<file path="config.mk">
export PLATFORM = sky130hd
export DESIGN_NAME = mac16_periph
export DESIGN_NICKNAME = d
export VERILOG_FILES = /design/src/rtl/mac16_pkg.sv /design/src/rtl/mac16_regs.sv /design/src/rtl/mac16_mult.sv /design/src/rtl/mac16_accum.sv /design/src/rtl/mac16_rdmux.sv /design/src/rtl/mac16_periph.sv
export SDC_FILE = /design/constraint.sdc
export NUM_CORES = 1
export LEC_CHECK = 0
export BUFFER_PORTS_ARGS = -buffer_cell sky130_fd_sc_hd__buf_2
export CAP_MARGIN = 0
export CORE_MARGIN = 4
export CORE_UTILIZATION = 30
export DETAILED_ROUTE_END_ITERATION = 12
export GPL_ROUTABILITY_DRIVEN = 0
export GPL_TIMING_DRIVEN = 0
export PLACE_DENSITY = 0.41
export SLEW_MARGIN = 25
export SYNTH_ARGS = -nofsm -noshare
export SYNTH_HDL_FRONTEND = slang
export SYNTH_SLANG_ARGS = --single-unit
export TNS_END_PERCENT = 20
</file>
<file path="constraint.sdc">
create_clock -name clk -period 10.9 [get_ports clk]
set_input_delay 0.545 -clock clk [delete_from_list [all_inputs] [get_ports clk]]
set_output_delay 0.545 -clock clk [all_outputs]
set_load 0.05 [all_outputs]
</file>
<file path="src/rtl/mac16_pkg.sv">
`timescale 1ns/1ps
package mac16_pkg;

  typedef enum logic [1:0] {
    MODE_UMUL = 2'd0,
    MODE_SMUL = 2'd1,
    MODE_UMAC = 2'd2,
    MODE_SMAC = 2'd3
  } mac_mode_e;

  // word slots inside the register window; slots 0..3 load operand 1
  localparam int NUM_OP1   = 4;
  localparam int SLOT_OP2  = 4;
  localparam int SLOT_LO   = 5;
  localparam int SLOT_HI   = 6;
  localparam int SLOT_EXT  = 7;
  localparam int NUM_SLOTS = 8;

  function automatic logic mode_is_signed(mac_mode_e m);
    return m[0];
  endfunction

  function automatic logic mode_is_accum(mac_mode_e m);
    return m[1];
  endfunction

endpackage

</file>
<file path="src/rtl/mac16_regs.sv">
`timescale 1ns/1ps
module mac16_regs
  import mac16_pkg::*;
#(
  parameter int DATA_W = 16,
  parameter int ADDR_W = 16,
  parameter logic [ADDR_W-1:0] BASE = 16'h0130
) (
  input  logic                 clk,
  input  logic                 rst,
  input  logic [ADDR_W-1:0]    addr,
  input  logic                 wr,
  input  logic [DATA_W-1:0]    wdata,
  output logic [NUM_SLOTS-1:0] slot_hit,
  output logic [DATA_W-1:0]    op1_q,
  output logic [DATA_W-1:0]    op2_q,
  output mac_mode_e            mode_q,
  output logic                 start
);

  localparam int STRIDE = DATA_W / 8;

  // address compare per word slot; odd addresses never match an even base
  for (genvar s = 0; s < NUM_SLOTS; s++) begin : g_slot
    assign slot_hit[s] = (addr == BASE + ADDR_W'(s * STRIDE));
  end

  logic      op1_wr;
  mac_mode_e mode_n;

  assign op1_wr = wr && (|slot_hit[NUM_OP1-1:0]);
  assign start  = wr && slot_hit[SLOT_OP2];

  always_comb begin
    mode_n = mode_q;
    for (int k = 0; k < NUM_OP1; k++) begin
      if (slot_hit[k]) mode_n = mac_mode_e'(2'(k));
    end
  end

  always_ff @(posedge clk) begin
    if (rst) begin
      op1_q  <= '0;
      op2_q  <= '0;
      mode_q <= MODE_UMUL;
    end else begin
      if (op1_wr) begin
        op1_q  <= wdata;
        mode_q <= mode_n;
      end
      if (start) op2_q <= wdata;
    end
  end

  assert_mode_hold_R2: assert property (@(posedge clk) disable iff (rst)
    !op1_wr |=> $stable(mode_q));

  assert_op2_hold_R10: assert property (@(posedge clk) disable iff (rst)
    !(wr && slot_hit[SLOT_OP2]) |=> $stable(op2_q));

endmodule

</file>
<file path="src/rtl/mac16_mult.sv">
`timescale 1ns/1ps
module mac16_mult #(
  parameter int DATA_W = 16
) (
  input  logic [DATA_W-1:0]   a,
  input  logic [DATA_W-1:0]   b,
  input  logic                sgn,
  output logic [2*DATA_W-1:0] prod
);

  localparam int PW = 2 * DATA_W;

  logic [PW-1:0] a_x, b_x;

  // extend to full product width; the low PW bits of the product are exact
  assign a_x = {{DATA_W{sgn & a[DATA_W-1]}}, a};
  assign b_x = {{DATA_W{sgn & b[DATA_W-1]}}, b};
  assign prod = a_x * b_x;

endmodule

</file>
<file path="src/rtl/mac16_accum.sv">
`timescale 1ns/1ps
module mac16_accum
  import mac16_pkg::*;
#(
  parameter int DATA_W = 16
) (
  input  logic                clk,
  input  logic                rst,
  input  logic                start,
  input  mac_mode_e           mode,
  input  logic [2*DATA_W-1:0] prod,
  output logic [2*DATA_W-1:0] res_q,
  output logic [2*DATA_W-1:0] acc_q,
  output logic                carry_q
);

  localparam int PW = 2 * DATA_W;

  logic [PW:0] sum_w;

  assign sum_w = {1'b0, acc_q} + {1'b0, prod};

  always_ff @(posedge clk) begin
    if (rst) begin
      res_q   <= '0;
      acc_q   <= '0;
      carry_q <= 1'b0;
    end else if (start) begin
      if (mode_is_accum(mode)) begin
        acc_q   <= sum_w[PW-1:0];
        carry_q <= (mode == MODE_UMAC) && sum_w[PW];
      end else begin
        res_q   <= prod;
        acc_q   <= '0;
        carry_q <= 1'b0;
      end
    end
  end

  assert_mul_clears_acc_R6: assert property (@(posedge clk) disable iff (rst)
    (start && !mode_is_accum(mode)) |=> (acc_q == '0) && !carry_q);

  assert_acc_hold_R7: assert property (@(posedge clk) disable iff (rst)
    !start |=> $stable(acc_q) && $stable(res_q) && $stable(carry_q));

  assert_mac_keeps_res_R7: assert property (@(posedge clk) disable iff (rst)
    (start && mode_is_accum(mode)) |=> $stable(res_q));

  assert_carry_umac_only_R9: assert property (@(posedge clk) disable iff (rst)
    (start && mode != MODE_UMAC) |=> !carry_q);

  assert_mul_result_R3: assert property (@(posedge clk) disable iff (rst)
    (start && mode == MODE_UMUL) |=> res_q == $past(prod));

endmodule

</file>
<file path="src/rtl/mac16_rdmux.sv">
`timescale 1ns/1ps
module mac16_rdmux
  import mac16_pkg::*;
#(
  parameter int DATA_W = 16
) (
  input  logic                 clk,
  input  logic                 rst,
  input  logic [NUM_SLOTS-1:0] slot_hit,
  input  mac_mode_e            mode,
  input  logic [DATA_W-1:0]    op1,
  input  logic [DATA_W-1:0]    op2,
  input  logic [2*DATA_W-1:0]  res,
  input  logic [2*DATA_W-1:0]  acc,
  input  logic                 carry,
  output logic [DATA_W-1:0]    rd_data
);

  localparam int PW = 2 * DATA_W;

  logic [PW-1:0]     shown;
  logic [DATA_W-1:0] ext_w;
  logic [DATA_W-1:0] rd_n;

  assign shown = mode_is_accum(mode) ? acc : res;

  always_comb begin
    unique case (mode)
      MODE_UMUL: ext_w = '0;
      MODE_SMUL: ext_w = {DATA_W{res[PW-1]}};
      MODE_UMAC: ext_w = DATA_W'(carry);
      MODE_SMAC: ext_w = {DATA_W{acc[PW-1]}};
      default:   ext_w = '0;
    endcase
  end

  always_comb begin
    rd_n = '0;
    for (int k = 0; k < NUM_OP1; k++) begin
      if (slot_hit[k]) rd_n = op1;
    end
    if (slot_hit[SLOT_OP2]) rd_n = op2;
    if (slot_hit[SLOT_LO])  rd_n = shown[DATA_W-1:0];
    if (slot_hit[SLOT_HI])  rd_n = shown[PW-1:DATA_W];
    if (slot_hit[SLOT_EXT]) rd_n = ext_w;
  end

  always_ff @(posedge clk) begin
    if (rst) rd_data <= '0;
    else     rd_data <= rd_n;
  end

  assert_outside_zero_R10: assert property (@(posedge clk) disable iff (rst)
    !(|slot_hit) |=> rd_data == '0);

  assert_ext_umul_zero_R8: assert property (@(posedge clk) disable iff (rst)
    (slot_hit[SLOT_EXT] && mode == MODE_UMUL) |=> rd_data == '0);

  assert_ext_umac_bit_R9: assert property (@(posedge clk) disable iff (rst)
    (slot_hit[SLOT_EXT] && mode == MODE_UMAC) |=> rd_data[DATA_W-1:1] == '0);

endmodule

</file>
<file path="src/rtl/mac16_periph.sv">
`timescale 1ns/1ps
module mac16_periph
  import mac16_pkg::*;
#(
  parameter int DATA_W = 16,
  parameter int ADDR_W = 16,
  parameter logic [ADDR_W-1:0] BASE = 16'h0130
) (
  input  logic              clk,
  input  logic              rst,
  input  logic [ADDR_W-1:0] bus_addr,
  input  logic              bus_wr,
  input  logic [DATA_W-1:0] bus_wdata,
  output logic [DATA_W-1:0] bus_rdata
);

  localparam int PW = 2 * DATA_W;

  logic [NUM_SLOTS-1:0] slot_hit;
  logic [DATA_W-1:0]    op1_q, op2_q;
  mac_mode_e            mode_q;
  logic                 start;
  logic [PW-1:0]        prod, res_q, acc_q;
  logic                 carry_q;

  mac16_regs #(.DATA_W(DATA_W), .ADDR_W(ADDR_W), .BASE(BASE)) u_regs (
    .clk(clk), .rst(rst), .addr(bus_addr), .wr(bus_wr), .wdata(bus_wdata),
    .slot_hit(slot_hit), .op1_q(op1_q), .op2_q(op2_q), .mode_q(mode_q),
    .start(start)
  );

  // operand 2 enters straight from the bus in the cycle of its write
  mac16_mult #(.DATA_W(DATA_W)) u_mult (
    .a(op1_q), .b(bus_wdata), .sgn(mode_is_signed(mode_q)), .prod(prod)
  );

  mac16_accum #(.DATA_W(DATA_W)) u_accum (
    .clk(clk), .rst(rst), .start(start), .mode(mode_q), .prod(prod),
    .res_q(res_q), .acc_q(acc_q), .carry_q(carry_q)
  );

  mac16_rdmux #(.DATA_W(DATA_W)) u_rdmux (
    .clk(clk), .rst(rst), .slot_hit(slot_hit), .mode(mode_q),
    .op1(op1_q), .op2(op2_q), .res(res_q), .acc(acc_q), .carry(carry_q),
    .rd_data(bus_rdata)
  );

  assert_reset_read_R11: assert property (@(posedge clk)
    rst |=> bus_rdata == '0);

endmodule

</file>
# Word-level counts from Yosys, hierarchy flattened

Cells that the tools add are included.

Flip-flop bits (word level): 115
Input port bits: 35
Output and inout bits: 16
Word-level logic and storage cells: 47

Add/sub/neg operators: 1
Multiply operators: 1
Equality and inequality tests: 11
Mux-type cells: 16
Bitwise gates (word level): 3
Reductions and logical operators: 8

Operator list:

| cell                | number |
|---|---|
| $eq 16x9->1 const B | 8 |
| $mux 16             | 8 |
| $mux 32             | 2 |
| $pmux 16 s4         | 1 |
| $add 32x32->33      | 1 |
| $mul 17x17->32      | 1 |
| $mux 2              | 4 |
| $eq 2x2->1 const B  | 2 |
| $reduce_and 2->1    | 2 |
| $reduce_bool 4->1   | 1 |
| $reduce_or 4->1     | 1 |
| $logic_and 1x1->1   | 3 |
| $and 1x1->1         | 2 |
| $eq 2x1->1 const B  | 1 |
| $logic_not 2->1     | 1 |
| $mux 1              | 1 |
| $not 1->1           | 1 |

# Longest topological paths before layout

Gate-level depths: netlist of run 1.

Word-level depth: 9
Mapped depth: 33
Mapped depth without buffers: 31

# By module

A second synthesis of run 1 with hierarchy kept.

Cells, all modules: 1,985
Area, all modules: 17,285.3 um^2

By module, submodules not included:

| module      | times used | cells an instance | area an instance (um^2) | sequential area each (um^2) |
|---|---|---|---|---|
| mac16_mult  | 1          | 1,175             | 10,556.4                | 0.0 |
| mac16_accum | 1          | 501               | 3,942.5                 | 1,301.2 |
| mac16_regs  | 1          | 155               | 1,430.1                 | 680.7 |
| mac16_rdmux | 1          | 154               | 1,356.3                 | 320.3 |

# Least setup slack after synthesis of run 1

Ideal clock, no wire load.

Path kind: input -> register
Start point: in bus_wdata[8]
End point: reg u_accum.carry_q
Setup time: 0.117 ns
Data arrival time: 7.579 ns
Required time: 10.783 ns
Slack: 3.205 ns
Stages on the path: 32
Buffers on the path: 3
Cells stage by stage: clkbuf_1 -> clkbuf_1 -> nand2_1 -> fa_1 -> inv_1 -> fa_1 -> inv_1 -> fa_1 -> inv_1 -> fa_1 -> fa_1 -> inv_1 -> fa_1 -> inv_1 -> ha_1 -> o21ai_0 -> nor2_1 -> o41ai_4 -> o22ai_1 -> or3_1 -> buf_6 -> xor2_1 -> ha_1 -> nand4_1 -> inv_1 -> a221oi_1 -> nor2_1 -> a211oi_1 -> o41ai_2 -> a21oi_1 -> o211ai_1 -> a22o_1

Word-level cells in the longest chain between the ends: 4

Ends and longest elaborated chain:

| element              | line               | source |
|---|---|---|
| start, declared      | mac16_periph.sv:13 | `input logic [DATA_W-1:0] bus_wdata,` |
| $mul 17x17->32       | mac16_mult.sv:18   | `assign prod = a_x * b_x;` |
| via prod[23]         | mac16_periph.sv:23 | `logic [PW-1:0] prod, res_q, acc_q;` |
| $add 32x32->33       | mac16_accum.sv:21  | `assign sum_w = {1'b0, acc_q} + {1'b0, prod};` |
| $logic_and 1x1->1    | mac16_accum.sv:31  | `carry_q <= (mode == MODE_UMAC) && sum_w[PW];` |
| $mux 1               | mac16_accum.sv:29  | `if (mode_is_accum(mode)) begin` |
| end signal, assigned | mac16_accum.sv:31  |  |
| end, declared        | mac16_accum.sv:14  | `output logic carry_q` |

The timed path passes the listed nets, and every way through them passes these cells.
A chain may end at the register's enable or synchronous reset.

# Worst setup path after layout of run 1

Start point: reg u_regs.op1_q[10]
End point: reg u_accum.acc_q[30]

Word-level cells in the longest chain between the ends: 3

Ends and longest elaborated chain:

| element                | line               | source |
|---|---|---|
| start, declared        | mac16_regs.sv:15   | `output logic [DATA_W-1:0] op1_q,` |
| start signal, assigned | mac16_regs.sv:48   | `op1_q <= wdata;` |
| $mul 17x17->32         | mac16_mult.sv:18   |  |
| via prod[23]           | mac16_periph.sv:23 |  |
| $add 32x32->33         | mac16_accum.sv:21  |  |
| $mux 32                | mac16_accum.sv:29  |  |
| end signal, assigned   | mac16_accum.sv:30  | `acc_q <= sum_w[PW-1:0];` |
| end, declared          | mac16_accum.sv:13  | `output logic [2*DATA_W-1:0] acc_q,` |

The timed path passes the listed nets, and every way through them passes these cells.

==> results of run 1 <==
## state kept, by name (all words and copies together), names as in the netlist
name and cells:
u_accum.acc_q 32, u_regs.mode_q 2, u_accum.carry_q 1, u_rdmux.rd_data 16, u_regs.op2_q 16, u_accum.res_q 32, u_regs.op1_q 16
## cells by family after synthesis
| kind of cell | synth area share |
|---|---|
| and+or+nand+nor | 0.170 |
| buffers and inverters | 0.0987 |
| adders and majority gates | 0.420 |
| AOI/OAI and AO/OA | 0.115 |
| DFF | 0.136 |
| xor gates and xnor gates | 0.0336 |
| muxes | 0.0267 |
## worst max-delay path: cells and delay by family, from the launching register on
| kind | cells | cell delay, ps |
|---|---|---|
| buf+inv | 7 | 1550 |
| compound gates | 9 | 1980 |
| flops | 1 | 300 |
| xor+xnor | 1 | 440 |
| fa+ha+maj | 8 | 3870 |
| simple gates | 5 | 920 |
## per-layer routing
layer | up-vias | share of wire
met5 | - | 0.00076
met2 | 219 | 0.47
met3 | 72 | 0.031
li1 | 6261 | -
met1 | 6490 | 0.47
met4 | 8 | 0.024
## area by class of cell
cell class | instances | area [um^2] | area share
sequential | 115 | 2300 | 0.123
timing repair buffer | 36 | 180 | 0.00965
inverter | 324 | 1220 | 0.0651
tap | 748 | 936 | 0.0501
clock buffer | 20 | 467 | 0.0250
buffer | 112 | 454 | 0.0243
multi-input combinational | 1411 | 13000 | 0.694
clock inverter | 12 | 155 | 0.00831
## cells in the mapped netlist, types with 3 or more instances
library cell / instances / area (um^2)
a2111oi_0: 3 / 26.3
a211o_1: 3 / 26.3
a211oi_1: 11 / 82.6
a21o_1: 24 / 180
a21oi_1: 134 / 671
a22o_1: 17 / 149
a22oi_1: 10 / 75.1
a31oi_1: 7 / 43.8
and2_1: 137 / 857
and3_1: 11 / 68.8
buf_1: 3 / 11.3
buf_2: 9 / 45.0
buf_6: 3 / 33.8
clkbuf_1: 97 / 364
dfxtp_1: 115 / 2300
fa_1: 283 / 5670
ha_1: 115 / 1440
inv_1: 324 / 1220
mux2_2: 15 / 169
mux2i_1: 26 / 260
nand2_1: 314 / 1180
nand2b_1: 6 / 37.5
nand3_1: 14 / 70.1
nand3b_1: 3 / 22.5
nand4_1: 8 / 50.1
nor2_1: 67 / 251
nor3_1: 8 / 40.0
nor3b_1: 6 / 45.0
nor4b_1: 3 / 26.3
o211ai_1: 3 / 22.5
o21a_1: 3 / 22.5
o21ai_0: 50 / 250
o21bai_1: 4 / 30.0
o31ai_1: 7 / 52.6
o41ai_2: 3 / 48.8
or2_2: 9 / 56.3
xnor2_1: 45 / 394
xor2_1: 20 / 175
## report_power, final
part / switching (mW) / internal, mW
registers: 0.00000172 / 0.420
logic: 0.0427 / 0.00799
clock network: 0.215 / 0.377
total: 0.258 / 0.805
## worst min-delay path by stage
stage,endpoint,slack (ps)
after floorplan,u_regs.op2_q[1],430
after global placement,u_accum.res_q[21],440
after detailed placement,u_accum.res_q[18],440
after CTS,u_accum.res_q[17],450
after global routing,u_regs.mode_q[1],470
final,u_accum.res_q[17],450
## per-stage QoR
step	util	instances	setup slack [ps]
final	0.336	2778	1750
after global routing	0.336	2778	1150
after CTS	0.336	2778	1690
after detailed placement	0.325	2746	1310
after global placement	0.325	2746	1290
after floorplan	-	1962	3200
==> run summary, run 1 <==
global-route wire length before repair: 85.5 mm
slew margin rel.: 0.302
area post-placement: 18000 um^2
Iter 0 DRT Violations: 564
Via density: 4.70
flop2flop setup slack: 1750 ps
CP Data Required Time: 11230 ps
grt peak-use layer: met2
synthesized area: 16900 um^2
part of the cycle the worst path needs: 0.840
drt pass-1 iters: 5
WS Path Type: reg2reg
Post-synth top flop: dfxtp_1
total power: 1.06 mW
H-Tree Depth: 4
pin count of the biggest net entering global routing: 17
Nets: 2450
max frequency: 109 MHz
crit path capture: u_accum.acc_q[30]
clock root cell: clkbuf_16
post-synthesis net count: 2395
reg-to-reg critical path startpoint: u_regs.op1_q[10]
number of flops mapped to enable cells by yosys: 0
Final Critical Period: 9150 ps
Post-DP HPWL: 45.3 mm
I/O Pins: 51
commonest non-fill, non-tap cell in the layout: inv_1
total leakage power: 8.65 nW
Final Setup Violations: 0
PortBufs: 36
die area: 60300 um^2
Setup TNS: 0 ps
grt met3 use: 0.0256
fraction of layout cells with a size suffix above 1: 0.0611
Max VDD drop: 0.107 mV
Worst Path Arrival: 9480 ps
vias in the first global route: 14000
Clock Path Buffers: 2
CP max FO: 10
Design Area, Final: 18700 um^2
DRC violation count after routing: 0
number of buffers created by CTS: 17
FF-to-FF End: u_accum.acc_q[30]
fin. max-slew vios: 0
ant diodes: 0
Synth Register Bits: 115
post-CTS setup buffers: 0
Initial Util: 0.305
post-route ant nets: 0
chip width: 246 um
std cell rows: 86
global route overflow: 0
worst slew pin tran: 1050 ps
outcome: finished, final reports clean
grt met1 use: 0.253
PwrDens: 57.0 nW/um^2
Final Hold Fails: 0
routing usage on met2: 0.314
HP Start: u_accum.res_q[17]
routed len/inst: 19.8 um
Min-Delay Path Depth: 2
skew final: 8.98 ps
unrepaired setup endpoints after global routing: no
Core ar.: 55500 um^2
die height: 246 um
Synth cell types: 71
FILL cells: 5935
# resized after CTS: 0
Yosys warnings: 0
crit-path max cell delay: 660 ps
slowest CP cell: clkbuf_1
commonest cells after routing, fill and taps aside: inv_1 (324), nand2_1 (314), fa_1 (283), and2_1 (137), a21oi_1 (134)
Max Cap Viol: 0
most used cell, CP: fa_1
CTS tree: yes
HP Class: reg2reg
final hold slack: 450 ps
Via Count: 13100
Avg Synthesized Cell Area: 8.63 um^2
clock sink total: 115
reg2reg path depth: 30
endpoint type of the worst setup path: flop
Worst-path clk slew: 60 ps
total wire length: 55.1 mm
cell count after synthesis: 1962
worst skew pair latency: 430 ps
ys async rst share: 0
Tot GR Track Use: 0.186
hold bufs inserted after CTS: 0
Worst setup SP type: flop
Worst setup startpoint: u_regs.op1_q[10]
post-synthesis sequential area ratio: 0.136
initial antenna violation count: 5
Area Growth Syn to Fin: 10.3%
Note: power is estimated with default switching activity, not from simulation.
==> inputs of run 2 (changes only) <==
Clock period 10.9 ns to 9.6 ns, I/O delays scaled along.
==> run summary, run 2 (synthesis results as in run 1) <==
skew final: 8.66 ps
CP Data Required Time: 9930 ps
H-Tree Depth: 4
worst slew pin tran: 915 ps
commonest cells after routing, fill and taps aside: inv_1 (324), nand2_1 (314), fa_1 (283), and2_1 (137), a21oi_1 (134)
initial antenna violation count: 5
Max Cap Viol: 0
ant diodes: 0
unrepaired setup endpoints after global routing: no
Iter 0 DRT Violations: 567
I/O Pins: 51
fin. max-slew vios: 0
die height: 246 um
Via density: 4.69
slowest CP cell: clkbuf_1
PwrDens: 64.6 nW/um^2
post-route ant nets: 0
Final Setup Violations: 0
clock sink total: 115
CP max FO: 10
WS Path Type: reg2reg
max frequency: 111 MHz
chip width: 246 um
PortBufs: 36
Worst Path Arrival: 9360 ps
Final Hold Fails: 0
post-CTS setup buffers: 0
std cell rows: 86
crit-path max cell delay: 610 ps
drt pass-1 iters: 5
Area Growth Syn to Fin: 10.3%
most used cell, CP: fa_1
Final Critical Period: 9030 ps
CTS tree: yes
total wire length: 55.0 mm
Top Registers: u_accum.acc_q (32), u_accum.res_q (32)
clock root cell: clkbuf_16
Initial Util: 0.305
setup slack after layout: 569 ps
Post-DP HPWL: 45.3 mm
Worst-path clk slew: 60 ps
fraction of layout cells with a size suffix above 1: 0.0651
Via Count: 13000
Place WS: 76.9 ps
commonest non-fill, non-tap cell in the layout: inv_1
Max VDD drop: 0.121 mV
Clock Path Buffers: 2
endpoint type of the worst setup path: flop
routed len/inst: 19.8 um
number of buffers created by CTS: 17
Core ar.: 55500 um^2
# resized after CTS: 0
fin util: 0.336
Tot GR Track Use: 0.186
flop2flop setup slack: 570 ps
total leakage power: 8.67 nW
Setup TNS: 0 ps
outcome: finished, final reports clean
vias in the first global route: 14000
worst skew pair latency: 430 ps
part of the cycle the worst path needs: 0.941
slew margin rel.: 0.390
hold bufs inserted after CTS: 0
total power: 1.21 mW
Nets: 2449
global route overflow: 0
DRC violation count after routing: 0
global-route wire length before repair: 85.5 mm
HP Class: in2reg
pin count of the biggest net entering global routing: 17
Worst setup SP type: flop
die area: 60300 um^2
[run 2: changes by cell type in the layout (fill, tap and decap cells not counted), sizes merged]
| cell | previous run | this run |
|---|---|---|
| clkbuf | 117 | 116 |
[run 2: cell type report]
cell class	count	area [um^2]
Fill cell	5935	36800
Multi-Input combinational cell	1411	13000
Sequential cell	115	2300
Inverter	324	1220
Tap cell	748	936
Clock buffer	20	467
Buffer	111	460
Timing Repair Buffer	36	180
Clock inverter	12	155
[run 2: final timing paths]
| kind | startpoint | to | cells after the start |
|---|---|---|---|
| max | u_regs.op1_q[8] | u_accum.acc_q[30] | 30 |
| min | bus_addr[2] | u_regs.mode_q[1] | 3 |
| max reg2reg | u_regs.op1_q[8] | u_accum.acc_q[30] | 30 |
| min reg2reg | u_accum.res_q[17] | u_accum.res_q[17] | 2 |
[run 2: critical path: cells and delay by family (launching register included)]
kind	cells	cell delay, ps
simple gates	5	910
buf+inv	7	1480
fa+ha+maj	8	3810
flops	1	300
xor+xnor	1	440
compound gates	9	1990
[run 2: metrics by stage]
stage | cell area, um^2 | hold slack (ps) | cells
2_1_floorplan | 16900 | 429 | 1962
3_3_place_gp | 18000 | 436 | 2746
3_5_place_dp | 18000 | 445 | 2746
4_1_cts | 18700 | 389 | 2778
5_1_grt | 18700 | 408 | 2777
6_report | 18700 | 400 | 2777
[run 2: metal layers]
| layer | vias up | wire [um] | part of all wire | track usage |
|---|---|---|---|---|
| li1 | 6257 | - | - | - |
| met1 | 6465 | 25900 | 0.47 | 0.253 |
| met2 | 219 | 26000 | 0.47 | 0.314 |
| met3 | 71 | 1660 | 0.030 | 0.0256 |
| met4 | 8 | 1300 | 0.024 | 0.0477 |
| met5 | - | 42 | 0.00076 | 0 |
[run 2: report_power, final]
group | internal [mW] | switching [mW]
Sequential | 0.477 | 0.00000252
Clock | 0.428 | 0.243
Combinational | 0.00913 | 0.0483
Total | 0.915 | 0.292
